==> src/rtl/flash_fe_pkg.sv <==
package flash_fe_pkg;

    typedef enum logic [2:0] {
        CLS_BAD,
        CLS_STATUS,
        CLS_PAGE,
        CLS_BUF,
        CLS_BLOCK
    } op_class_e;

    typedef enum logic [2:0] {
        ST_IDLE,
        ST_OPCODE,
        ST_ADDR,
        ST_DUMMY,
        ST_DATA,
        ST_SKIP
    } fe_state_e;

endpackage

==> src/rtl/flash_fe_sync.sv <==
module flash_fe_sync #(
    parameter int               WIDTH   = 3,
    parameter int               STAGES  = 2,
    parameter logic [WIDTH-1:0] RST_VAL = '0
) (
    input  logic             clk,
    input  logic             rst_n,
    input  logic [WIDTH-1:0] raw_i,
    output logic [WIDTH-1:0] lvl_o
);
    // STAGES must be at least 2
    logic [STAGES-1:0][WIDTH-1:0] chain_q;

    always_ff @(posedge clk or negedge rst_n) begin
        if (!rst_n) begin
            chain_q <= {STAGES{RST_VAL}};
        end else begin
            chain_q <= {chain_q[STAGES-2:0], raw_i};
        end
    end

    assign lvl_o = chain_q[STAGES-1];
endmodule

==> src/rtl/flash_fe_decode.sv <==
module flash_fe_decode
    import flash_fe_pkg::*;
#(
    parameter int CNT_W       = 3,
    parameter int DUMMY_LONG  = 4,
    parameter int DUMMY_SHORT = 1
) (
    input  logic [7:0]       opcode_i,
    output op_class_e        cls_o,
    output logic [CNT_W-1:0] dummy_o,
    output logic             rd_o
);
    always_comb begin
        cls_o   = CLS_BAD;
        dummy_o = '0;
        rd_o    = 1'b0;
        unique case (opcode_i)
            8'h57, 8'hD7: begin
                cls_o = CLS_STATUS;
                rd_o  = 1'b1;
            end
            8'h52, 8'h68, 8'hD2, 8'hE8: begin
                cls_o   = CLS_PAGE;
                dummy_o = CNT_W'(DUMMY_LONG);
                rd_o    = 1'b1;
            end
            8'h54, 8'h56, 8'hD4, 8'hD6: begin
                cls_o   = CLS_BUF;
                dummy_o = CNT_W'(DUMMY_SHORT);
                rd_o    = 1'b1;
            end
            8'h84, 8'h87: cls_o = CLS_BUF;
            8'h50:        cls_o = CLS_BLOCK;
            8'h53, 8'h55, 8'h58, 8'h59, 8'h60, 8'h61, 8'h81, 8'h82,
            8'h83, 8'h85, 8'h86, 8'h88, 8'h89: cls_o = CLS_PAGE;
            default: ;
        endcase
    end
endmodule

==> src/rtl/flash_fe_tx.sv <==
module flash_fe_tx (
    input  logic       clk,
    input  logic       rst_n,
    input  logic       frame_on_i,
    input  logic       arm_i,
    input  logic       sck_fall_i,
    input  logic [7:0] tx_byte_i,
    output logic       miso_o,
    output logic       tx_next_o
);
    typedef struct packed {
        logic       act;
        logic [7:0] sh;
        logic [2:0] cnt;
        logic       miso;
        logic       nxt;
    } tx_regs_t;

    tx_regs_t t_d, t_q;

    always_comb begin
        t_d     = t_q;
        t_d.nxt = 1'b0;
        if (!frame_on_i) begin
            t_d.act  = 1'b0;
            t_d.miso = 1'b0;
            t_d.cnt  = '0;
        end else if (arm_i) begin
            t_d.act = 1'b1;
            t_d.sh  = tx_byte_i;
            t_d.cnt = '0;
            t_d.nxt = 1'b1;
        end else if (t_q.act && sck_fall_i) begin
            t_d.miso = t_q.sh[7];
            t_d.sh   = {t_q.sh[6:0], 1'b0};
            t_d.cnt  = t_q.cnt + 3'd1;
            if (t_q.cnt == 3'd7) begin
                t_d.sh  = tx_byte_i;
                t_d.nxt = 1'b1;
            end
        end
    end

    always_ff @(posedge clk or negedge rst_n) begin
        if (!rst_n) t_q <= '0;
        else        t_q <= t_d;
    end

    assign miso_o    = t_q.miso;
    assign tx_next_o = t_q.nxt;


    quiet_when_idle_chk: assert property (@(posedge clk) disable iff (!rst_n)
        !t_q.act |-> (t_q.miso == 1'b0));


    take_only_active_chk: assert property (@(posedge clk) disable iff (!rst_n)
        t_q.nxt |-> t_q.act);


    change_on_fall_chk: assert property (@(posedge clk) disable iff (!rst_n)
        (frame_on_i && $past(frame_on_i) && !$past(sck_fall_i)) |-> $stable(t_q.miso));
endmodule

==> src/rtl/flash_cmd_frontend.sv <==
module flash_cmd_frontend
    import flash_fe_pkg::*;
#(
    parameter int PAGE_W      = 10,
    parameter int BYTE_W      = 9,
    parameter int ADDR_BYTES  = 3,
    parameter int BLOCK_W     = 7,
    parameter int DUMMY_LONG  = 4,
    parameter int DUMMY_SHORT = 1,
    parameter int SYNC_STAGES = 2
) (
    input  logic              clk,
    input  logic              rst_n,
    input  logic              spi_cs_n,
    input  logic              spi_sck,
    input  logic              spi_mosi,
    output logic              spi_miso,
    output logic              spi_miso_oe,
    input  logic [7:0]        tx_byte,
    output logic              tx_next,
    output logic              cmd_valid,
    output logic [7:0]        cmd_opcode,
    output logic [PAGE_W-1:0] cmd_page,
    output logic [BYTE_W-1:0] cmd_byte,
    output logic              cmd_idle_high
);
    localparam int ADDR_W = 8 * ADDR_BYTES;
    localparam int MAXC   = (DUMMY_LONG > ADDR_BYTES) ? DUMMY_LONG : ADDR_BYTES;
    localparam int CNT_W  = $clog2(MAXC + 1);
    localparam int PG_LSB = BYTE_W;
    localparam int BLK_HI = BYTE_W + PAGE_W - 1;

    typedef struct packed {
        fe_state_e         st;
        logic [2:0]        bitc;
        logic [CNT_W-1:0]  bytec;
        logic [CNT_W-1:0]  dum;
        logic [7:0]        sh;
        logic [7:0]        op;
        op_class_e         cls;
        logic              rd;
        logic [ADDR_W-1:0] addr;
        logic              idle_hi;
        logic              cs_prev;
        logic              sck_prev;
        logic              vld;
        logic              arm;
        logic [PAGE_W-1:0] pg;
        logic [BYTE_W-1:0] by;
    } fe_regs_t;

    fe_regs_t r_d, r_q;

    logic [2:0]        sync_lvl;
    logic              cs_lvl, sck_lvl, mosi_lvl;
    logic              cs_fall, cs_rise, sck_rise, sck_fall;
    logic [7:0]        byte_in;
    logic [ADDR_W-1:0] addr_in;
    op_class_e         dec_cls;
    logic [CNT_W-1:0]  dec_dummy;
    logic              dec_rd;
    logic              fire;

    // bit 0 chip select, bit 1 clock, bit 2 data
    flash_fe_sync #(
        .WIDTH  (3),
        .STAGES (SYNC_STAGES),
        .RST_VAL(3'b010)
    ) u_sync (
        .clk  (clk),
        .rst_n(rst_n),
        .raw_i({spi_mosi, spi_sck, spi_cs_n}),
        .lvl_o(sync_lvl)
    );

    assign cs_lvl   = sync_lvl[0];
    assign sck_lvl  = sync_lvl[1];
    assign mosi_lvl = sync_lvl[2];
    assign cs_fall  = r_q.cs_prev & ~cs_lvl;
    assign cs_rise  = ~r_q.cs_prev & cs_lvl;
    assign sck_rise = ~r_q.sck_prev & sck_lvl;
    assign sck_fall = r_q.sck_prev & ~sck_lvl;

    assign byte_in = {r_q.sh[6:0], mosi_lvl};
    assign addr_in = {r_q.addr[ADDR_W-9:0], byte_in};

    flash_fe_decode #(
        .CNT_W      (CNT_W),
        .DUMMY_LONG (DUMMY_LONG),
        .DUMMY_SHORT(DUMMY_SHORT)
    ) u_dec (
        .opcode_i(byte_in),
        .cls_o   (dec_cls),
        .dummy_o (dec_dummy),
        .rd_o    (dec_rd)
    );

    always_comb begin
        r_d          = r_q;
        r_d.vld      = 1'b0;
        r_d.arm      = 1'b0;
        r_d.cs_prev  = cs_lvl;
        r_d.sck_prev = sck_lvl;
        fire         = 1'b0;

        if (cs_fall) begin
            r_d.st      = ST_OPCODE;
            r_d.bitc    = '0;
            r_d.bytec   = '0;
            r_d.addr    = '0;
            r_d.idle_hi = sck_lvl;
        end else if (cs_lvl) begin
            r_d.st = ST_IDLE;
        end else if (sck_rise && (r_q.st == ST_OPCODE || r_q.st == ST_ADDR
                                  || r_q.st == ST_DUMMY)) begin
            r_d.sh   = byte_in;
            r_d.bitc = r_q.bitc + 3'd1;
            if (r_q.bitc == 3'd7) begin
                unique case (r_q.st)
                    ST_OPCODE: begin
                        r_d.op    = byte_in;
                        r_d.cls   = dec_cls;
                        r_d.rd    = dec_rd;
                        r_d.dum   = dec_dummy;
                        r_d.bytec = '0;
                        if (dec_cls == CLS_BAD)         r_d.st = ST_SKIP;
                        else if (dec_cls == CLS_STATUS) fire = 1'b1;
                        else                            r_d.st = ST_ADDR;
                    end
                    ST_ADDR: begin
                        r_d.addr = addr_in;
                        if (r_q.bytec == CNT_W'(ADDR_BYTES - 1)) begin
                            r_d.bytec = '0;
                            if (r_q.dum == '0) fire = 1'b1;
                            else               r_d.st = ST_DUMMY;
                        end else begin
                            r_d.bytec = r_q.bytec + CNT_W'(1);
                        end
                    end
                    ST_DUMMY: begin
                        if (r_q.bytec == r_q.dum - CNT_W'(1)) fire = 1'b1;
                        else r_d.bytec = r_q.bytec + CNT_W'(1);
                    end
                    default: ;
                endcase
            end
        end

        if (fire) begin
            r_d.st  = ST_DATA;
            r_d.vld = 1'b1;
            r_d.arm = r_d.rd;
            r_d.pg  = '0;
            r_d.by  = '0;
            unique case (r_d.cls)
                CLS_PAGE: begin
                    r_d.pg = r_d.addr[PG_LSB +: PAGE_W];
                    r_d.by = r_d.addr[BYTE_W-1:0];
                end
                CLS_BUF: r_d.by = r_d.addr[BYTE_W-1:0];
                CLS_BLOCK: r_d.pg = {r_d.addr[BLK_HI -: BLOCK_W],
                                     {(PAGE_W-BLOCK_W){1'b0}}};
                default: ;
            endcase
        end
    end

    always_ff @(posedge clk or negedge rst_n) begin
        if (!rst_n) begin
            r_q          <= '0;
            r_q.idle_hi  <= 1'b1;
            r_q.sck_prev <= 1'b1;
        end else begin
            r_q <= r_d;
        end
    end

    flash_fe_tx u_tx (
        .clk       (clk),
        .rst_n     (rst_n),
        .frame_on_i(r_q.st != ST_IDLE),
        .arm_i     (r_q.arm),
        .sck_fall_i(sck_fall),
        .tx_byte_i (tx_byte),
        .miso_o    (spi_miso),
        .tx_next_o (tx_next)
    );

    assign spi_miso_oe   = (r_q.st != ST_IDLE);
    assign cmd_valid     = r_q.vld;
    assign cmd_opcode    = r_q.op;
    assign cmd_page      = r_q.pg;
    assign cmd_byte      = r_q.by;
    assign cmd_idle_high = r_q.idle_hi;


    strobe_single_chk: assert property (@(posedge clk) disable iff (!rst_n)
        r_q.vld |=> !r_q.vld);


    deselect_oe_chk: assert property (@(posedge clk) disable iff (!rst_n)
        cs_rise |=> !spi_miso_oe);


    mode_capture_chk: assert property (@(posedge clk) disable iff (!rst_n)
        cs_fall |=> (r_q.idle_hi == $past(sck_lvl)));


    bad_opcode_quiet_chk: assert property (@(posedge clk) disable iff (!rst_n)
        (r_q.st == ST_SKIP) |-> !r_q.vld);


    status_zero_chk: assert property (@(posedge clk) disable iff (!rst_n)
        (r_q.vld && r_q.cls == CLS_STATUS) |-> (r_q.pg == '0 && r_q.by == '0));
endmodule

==> config.mk <==
export PLATFORM = sky130hd
export DESIGN_NAME = flash_cmd_frontend
export DESIGN_NICKNAME = d
export VERILOG_FILES = /design/src/rtl/flash_fe_pkg.sv /design/src/rtl/flash_fe_sync.sv /design/src/rtl/flash_fe_decode.sv /design/src/rtl/flash_fe_tx.sv /design/src/rtl/flash_cmd_frontend.sv
export SDC_FILE = /design/constraint.sdc
export NUM_CORES = 1
export LEC_CHECK = 0
export BUFFER_PORTS_ARGS = -buffer_cell sky130_fd_sc_hd__buf_2
export CORE_MARGIN = 4
export CORE_UTILIZATION = 53
export CTS_CLUSTER_SIZE = 8
export DETAILED_ROUTE_END_ITERATION = 8
export PLACE_DENSITY = 0.76
export SLEW_MARGIN = 20
export SYNTH_ARGS = -nofsm -noshare
export SYNTH_HDL_FRONTEND = slang
export SYNTH_SLANG_ARGS = --single-unit
==> constraint.sdc <==
create_clock -name clk -period 2.25 [get_ports clk]
set_input_delay 0.675 -clock clk [delete_from_list [all_inputs] [get_ports clk]]
set_output_delay 0.675 -clock clk [all_outputs]
set_load 0.1 [all_outputs]
Word level (Yosys, flattened, before mapping):

Index checks and enable logic that the tools add are counted.

* register bits: 95
* input port bits: 13
* output and inout port bits: 32
* logic and storage cells: 155

* add/sub/neg operators: 4
* equality and inequality tests: 46
* mux-type cells: 47
* bitwise gates (word level): 7
* reduce and logical (&&, ||, !) cells: 28

Operator list (count)
* 8-bit == test (second input constant): 14
* 8-bit by 7-bit == test with 1-bit output (second input constant): 12
* 56-bit 2-to-1 mux: 1
* 53-bit 2-to-1 mux: 1
* 36-bit 2-to-1 mux: 1
* 3-bit 2-to-1 mux: 10
* 24-bit 2-to-1 mux: 1
* 21-bit 2-to-1 mux: 1
* 10-bit case mux with 2 select lines: 1
* 19-bit 2-to-1 mux: 1
* 9-bit 2-to-1 mux: 2
* 17-bit OR reduction: 1
* 1-bit 2-to-1 mux: 16
* 3-bit by 2-bit == test with 1-bit output (second input constant): 5
* 13-bit 2-to-1 mux: 1
* 12-bit 2-to-1 mux: 1
* 3-bit case mux with 2 select lines: 2
* 3-bit case mux with 4 select lines: 1
* 4-bit nonzero test: 3
* 11-bit 2-to-1 mux: 1
* 5-bit AND reduction: 2
* 10-bit OR reduction: 1
* 3-bit by 1-bit adder with 3-bit output (second input constant): 3
* 3-bit == test (second input constant): 3
* other kinds (27): 47

Depth between registers and ports, before layout:

* word-level depth: 15
* depth in mapped cells: 10
* mapped depth without buffers: 8

Hierarchy:

A second synthesis with hierarchy kept.

* cells, all modules: 459
* area total of the unflattened synthesis: 4802.1 sq um

By module, submodules not included
* flash_cmd_frontend: times used 1, cells each 367, area an instance 3746.1 sq um
* flash_fe_tx: times used 1, cells each 51, area an instance 666.9 sq um
* flash_fe_decode: times used 1, cells each 32, area an instance 214.0 sq um
* flash_fe_sync: times used 1, cells each 9, area an instance 175.2 sq um

Worst setup path after synthesis:

OpenSTA, ideal clock, no wires.

* path type: reg2reg
* start: register r_q[74] in the netlist's numbering
* end: register r_q, in the netlist cmd_page[2]
* arrival time: 2.300 ns
* slack: -0.124 ns
* stages on the path, launching flop included: 11
* cells stage by stage: dfrtp_1 -> ha_1 -> ha_1 -> nand4bb_1 -> or2_1 -> or3_1 -> buf_2 -> mux2i_1 -> o2111ai_1 -> buf_6 -> o21ai_2

* cells in the longest elaborated chain, start to end: 7
* elaborated cells between the ends (all ways): 13
* those cells by class: 3 x eq/ne; 10 x mux

Ends and longest elaborated chain
* start: declaration: line flash_cmd_frontend.sv:52 `fe_regs_t r_d, r_q;`
* start signal: assignment: line flash_cmd_frontend.sv:174 `r_q <= r_d;`
* 3-bit == test (*): line flash_cmd_frontend.sv:118 `if (r_q.bitc == 3'd7) begin`
* 36-bit 2-to-1 mux: line flash_cmd_frontend.sv:118
* 56-bit 2-to-1 mux: line flash_cmd_frontend.sv:114 `end else if (sck_rise && (r_q.st == ST_OPCODE || r_q.st == ST_ADDR`
* 53-bit 2-to-1 mux: line flash_cmd_frontend.sv:112 `end else if (cs_lvl) begin`
* 4-bit 2-to-1 mux: line flash_cmd_frontend.sv:106 `if (cs_fall) begin`
* 3-bit == test or 3-bit by 2-bit == test with 1-bit output (tied branches): line flash_cmd_frontend.sv:155 `unique case (r_d.cls)`
* 10-bit case mux with 2 select lines: line flash_cmd_frontend.sv:155

Every way passes the cells marked *; elsewhere a longest branch is shown, timed or not. The select of a mux whose other input is x is not followed.
A chain may end at the register's enable or synchronous reset.

Final worst setup path:

* start: register r_q[74] in the netlist's numbering
* end: register r_q, in the netlist cmd_byte[6]

* cells in the longest elaborated chain, start to end: 8
* elaborated cells between the ends (all ways): 14
* those cells by class: 3 x eq/ne; 10 x mux; 1 x reduce/logical

Ends and longest elaborated chain (line)
* 3-bit == test (*): flash_cmd_frontend.sv:118
* 36-bit 2-to-1 mux: flash_cmd_frontend.sv:118
* 56-bit 2-to-1 mux: flash_cmd_frontend.sv:114
* 53-bit 2-to-1 mux: flash_cmd_frontend.sv:112
* 4-bit 2-to-1 mux: flash_cmd_frontend.sv:106
* 3-bit by 2-bit == test with 1-bit output: flash_cmd_frontend.sv:155
* 2-bit OR reduction (no source line)
* 9-bit 2-to-1 mux: flash_cmd_frontend.sv:155

Marked as above.

==> results.ini <==
[outcome]
outcome = finished with violations
violations = negative setup slack

[worst_hold_path]
min_path_type = in -> async

[cells_and_area]
fin_util_pct = 65.6
nNetsFinal = 502
drive_gt1_share_pct = 37.6
fillerInstances = 639
synthToLayoutAreaGrowth_pct = 19.9
antennaDiodeCount = 0

[grt]
grt_start_max_net_pins = 39
antenna_found_initial = 0
grt_overflow = 0
grt_pass1_wl_mm = 15.5
track_usage_pct = 19.4
grt_pass1_vias = 3232

[worst_setup_path]
required_ns = 2.52
r2r_setup_slack_ns = -0.14
cp.arrival_ns = 2.66
end_kind = flop
worst_r2r_startpoint = r_q[74]$_DFFE_PN0P_
crit_end = cmd_byte[6]$_DFFE_PN0N_
crit_path_start = r_q[74]$_DFFE_PN0P_
cp-start-kind = flop
worst-setup-path-type = reg -> reg
r2r_end = cmd_byte[6]$_DFFE_PN0N_
path_max_fanout = 7
worst_r2r_path_depth = 9

[timing]
fin_crit_sh_pct = 106
min_period_ns = 2.39
tns_ns = -2.19
setup_slack_ns = -0.137
fin_skew_ns = 0.0189
finalHoldViolations = 0
relSlewSlack_pct = 32.3
hold_slack_ns = 0.266
setup_viol = 23
grt_setup_unrepaired = yes
max_freq_mhz = 419
report.final.slew_viol_count = 0
worst_pin_slew_ns = 1.01

[clocking]
clk_path_buf_depth = 2
cts.htree.levels = 3
clock_sinks = 93
cts_buffers = 9
cts_tree = done
path_clk_slew_ns = 0.11
clk_latency_ns = 0.37
cts-root-buf = clkbuf_8

[power]
p_leak_nw = 2.70
pwr_density_cell_nw_per_um2 = 579
vdd_drop_max_mv = 0.355
power_mw = 3.14

[synthesis]
yosysMostFrequentCell = dfrtp_1
ys_top_cells_by_area = dfrtp_1 49%, mux2i_1 7.1%, buf_4 4.7%
ys_dominant_reg_cell = dfrtp_1
yosysWarnings = 0
synth_seq_cells = 93
seq_area_frac_synth_pct = 51.6
synth_top_area_cell = dfrtp_1
syn_avg_cell_area_um2 = 10.7
synth_top_area_share_pct = 49.3
syn_area_um2 = 4520
yosysUniqueCellTypes = 60
synth_common_cells = 89 x dfrtp_1, 48 x nand2_1, 32 x mux2i_1
synth_edf_count = 0
syn-num-nets = 443
synth-async-reset-ratio_pct = 100
synthCells = 423

[run]
drv_cap = 0

[route]
drtIter0Drc = 216
wirelength_mm = 9.61
ant_nets = 0
drc_errors = 0
vias_per_cell = 5.43
vias = 3212
wl_per_cell_um = 16.2
firstDrtPassIters = 4
top_layer_used = met4
wl_met2_mm = 4.94
wl_met1_mm = 4.19
wl_met3_um = 357

[floorplan]
rows = 33
design.die.area_um2 = 10100
die_x_um = 100
core_area_um2 = 8260
start_util_pct = 54.7
io_pins = 45
die_h_um = 100

[place]
dp_hpwl_mm = 6.48
port_buffers = 44
gp_congestion = 0.849

## worst max-delay path, stage by stage, from the launching register on
cell       delay, ns
dfrtp_1         0.37
ha_1            0.15
ha_1            0.13
nand4bb_1       0.11
or2_1           0.26
or3_4           0.41
a211o_1         0.30
o2111ai_4       0.30
buf_6           0.20
o21ai_2         0.06
## metrics by stage
stage	setup slack, ns	area [um2]	instances
floorplan	-0.0861	4530	423
global placement	-0.166	4960	568
detailed placement	-0.223	4960	568
CTS	-0.118	5260	585
global route	-0.245	5420	592
finish	-0.137	5420	592
## cells by family after synthesis
kind of cell / share of synthesized area [%]
xor gates and xnor gates: 0.776
and+or+nand+nor: 14.9
adders and majority gates: 1.94
buffers and inverters: 8.28
DFF: 51.6
AOI/OAI and AO/OA: 11.2
muxes: 11.3
## flip-flops by register name (all words and copies together) (netlist names)
| name | count |
|---|---|
| cmd_opcode | 8 |
| u_tx.tx_next_o | 1 |
| cmd_valid | 1 |
| u_sync.lvl_o | 3 |
| addr_in | 23 |
| r_q | 21 |
| u_tx.t_q | 12 |
| u_tx.miso_o | 1 |
| cmd_byte | 9 |
| cmd_idle_high | 1 |
| u_sync.chain_q | 3 |
| cmd_page | 10 |
## how the worst min path moves through the flow
stage / start / to / slack [ns] / depth (start not counted)
final: rst_n / u_tx.tx_next_o$_DFF_PN0_ / 0.27 / 1
after global routing: rst_n / cmd_opcode[3]$_DFFE_PN0P_ / 0.28 / 1
after CTS: rst_n / cmd_opcode[7]$_DFFE_PN0P_ / 0.27 / 1
after detailed placement: u_sync.chain_q[2]$_DFF_PN0_ / u_sync.lvl_o[2]$_DFF_PN0_ / 0.35 / 0
after global placement: u_sync.chain_q[2]$_DFF_PN0_ / u_sync.lvl_o[2]$_DFF_PN0_ / 0.33 / 0
after floorplan: u_sync.chain_q[0]$_DFF_PN0_ / u_sync.lvl_o[0]$_DFF_PN0_ / 0.33 / 0
## routing by layer
| layer | global-route usage, % | up-vias |
|---|---|---|
| li1 | - | 1543 |
| met1 | 25.6 | 1601 |
| met2 | 32.8 | 57 |
| met3 | 4.17 | 11 |
| met4 | 4.97 | 0 |
| met5 | 0 | - |
## cell usage in the layout (no fill, tap or decap), types with 3 or more instances in the layout
cell      synthesis  final
dfrtp_1          89     89
nor3b_1           4      4
o21ai_1           2      3
nor2_1           25     25
o31ai_2           0      7
mux2i_1          32     31
nand2b_1          8      7
a21oi_1           3      3
or2_2            10     10
nor2b_1           4      4
mux2_2           15     14
nand2_1          48     46
buf_4            28     41
dfstp_2           4      4
buf_6             1      6
o21ai_2          10     11
ha_1              7      7
clkbuf_8          0      9
buf_2             5     43
buf_12            0      3
o21ai_0          26     24
or3b_2            3      3
inv_1            19     18
nor3_1            9      7
## what timing repair did
| item | in CTS | in global routing |
|---|---|---|
| endpoints found under the setup margin | 24 | 24 |
| gates resized for setup | 19 | 17 |
| cloned | 0 | 3 |
| setup buffers | 1 | 4 |
| pin swaps | 5 | 3 |
| hold buffers | 0 | 0 |
## layout make-up
| class | count | area (um2) | area share [%] |
|---|---|---|---|
| Clock inverter | 7 | 77.6 | 1.43 |
| Timing Repair Buffer | 96 | 716 | 13.2 |
| Tap cell | 105 | 131 | 2.42 |
| Sequential cell | 93 | 2330 | 43.0 |
| Multi-Input combinational cell | 262 | 1960 | 36.1 |
| Inverter | 20 | 80.1 | 1.48 |
| Clock buffer | 9 | 124 | 2.29 |
## power breakdown
| group | internal [mW] | switching, mW |
|---|---|---|
| logic | 0.118 | 0.181 |
| registers | 1.71 | 0.0223 |
| clock network | 0.440 | 0.667 |
| total | 2.26 | 0.870 |
No activity file was read; power rests on OpenSTA's default activity.
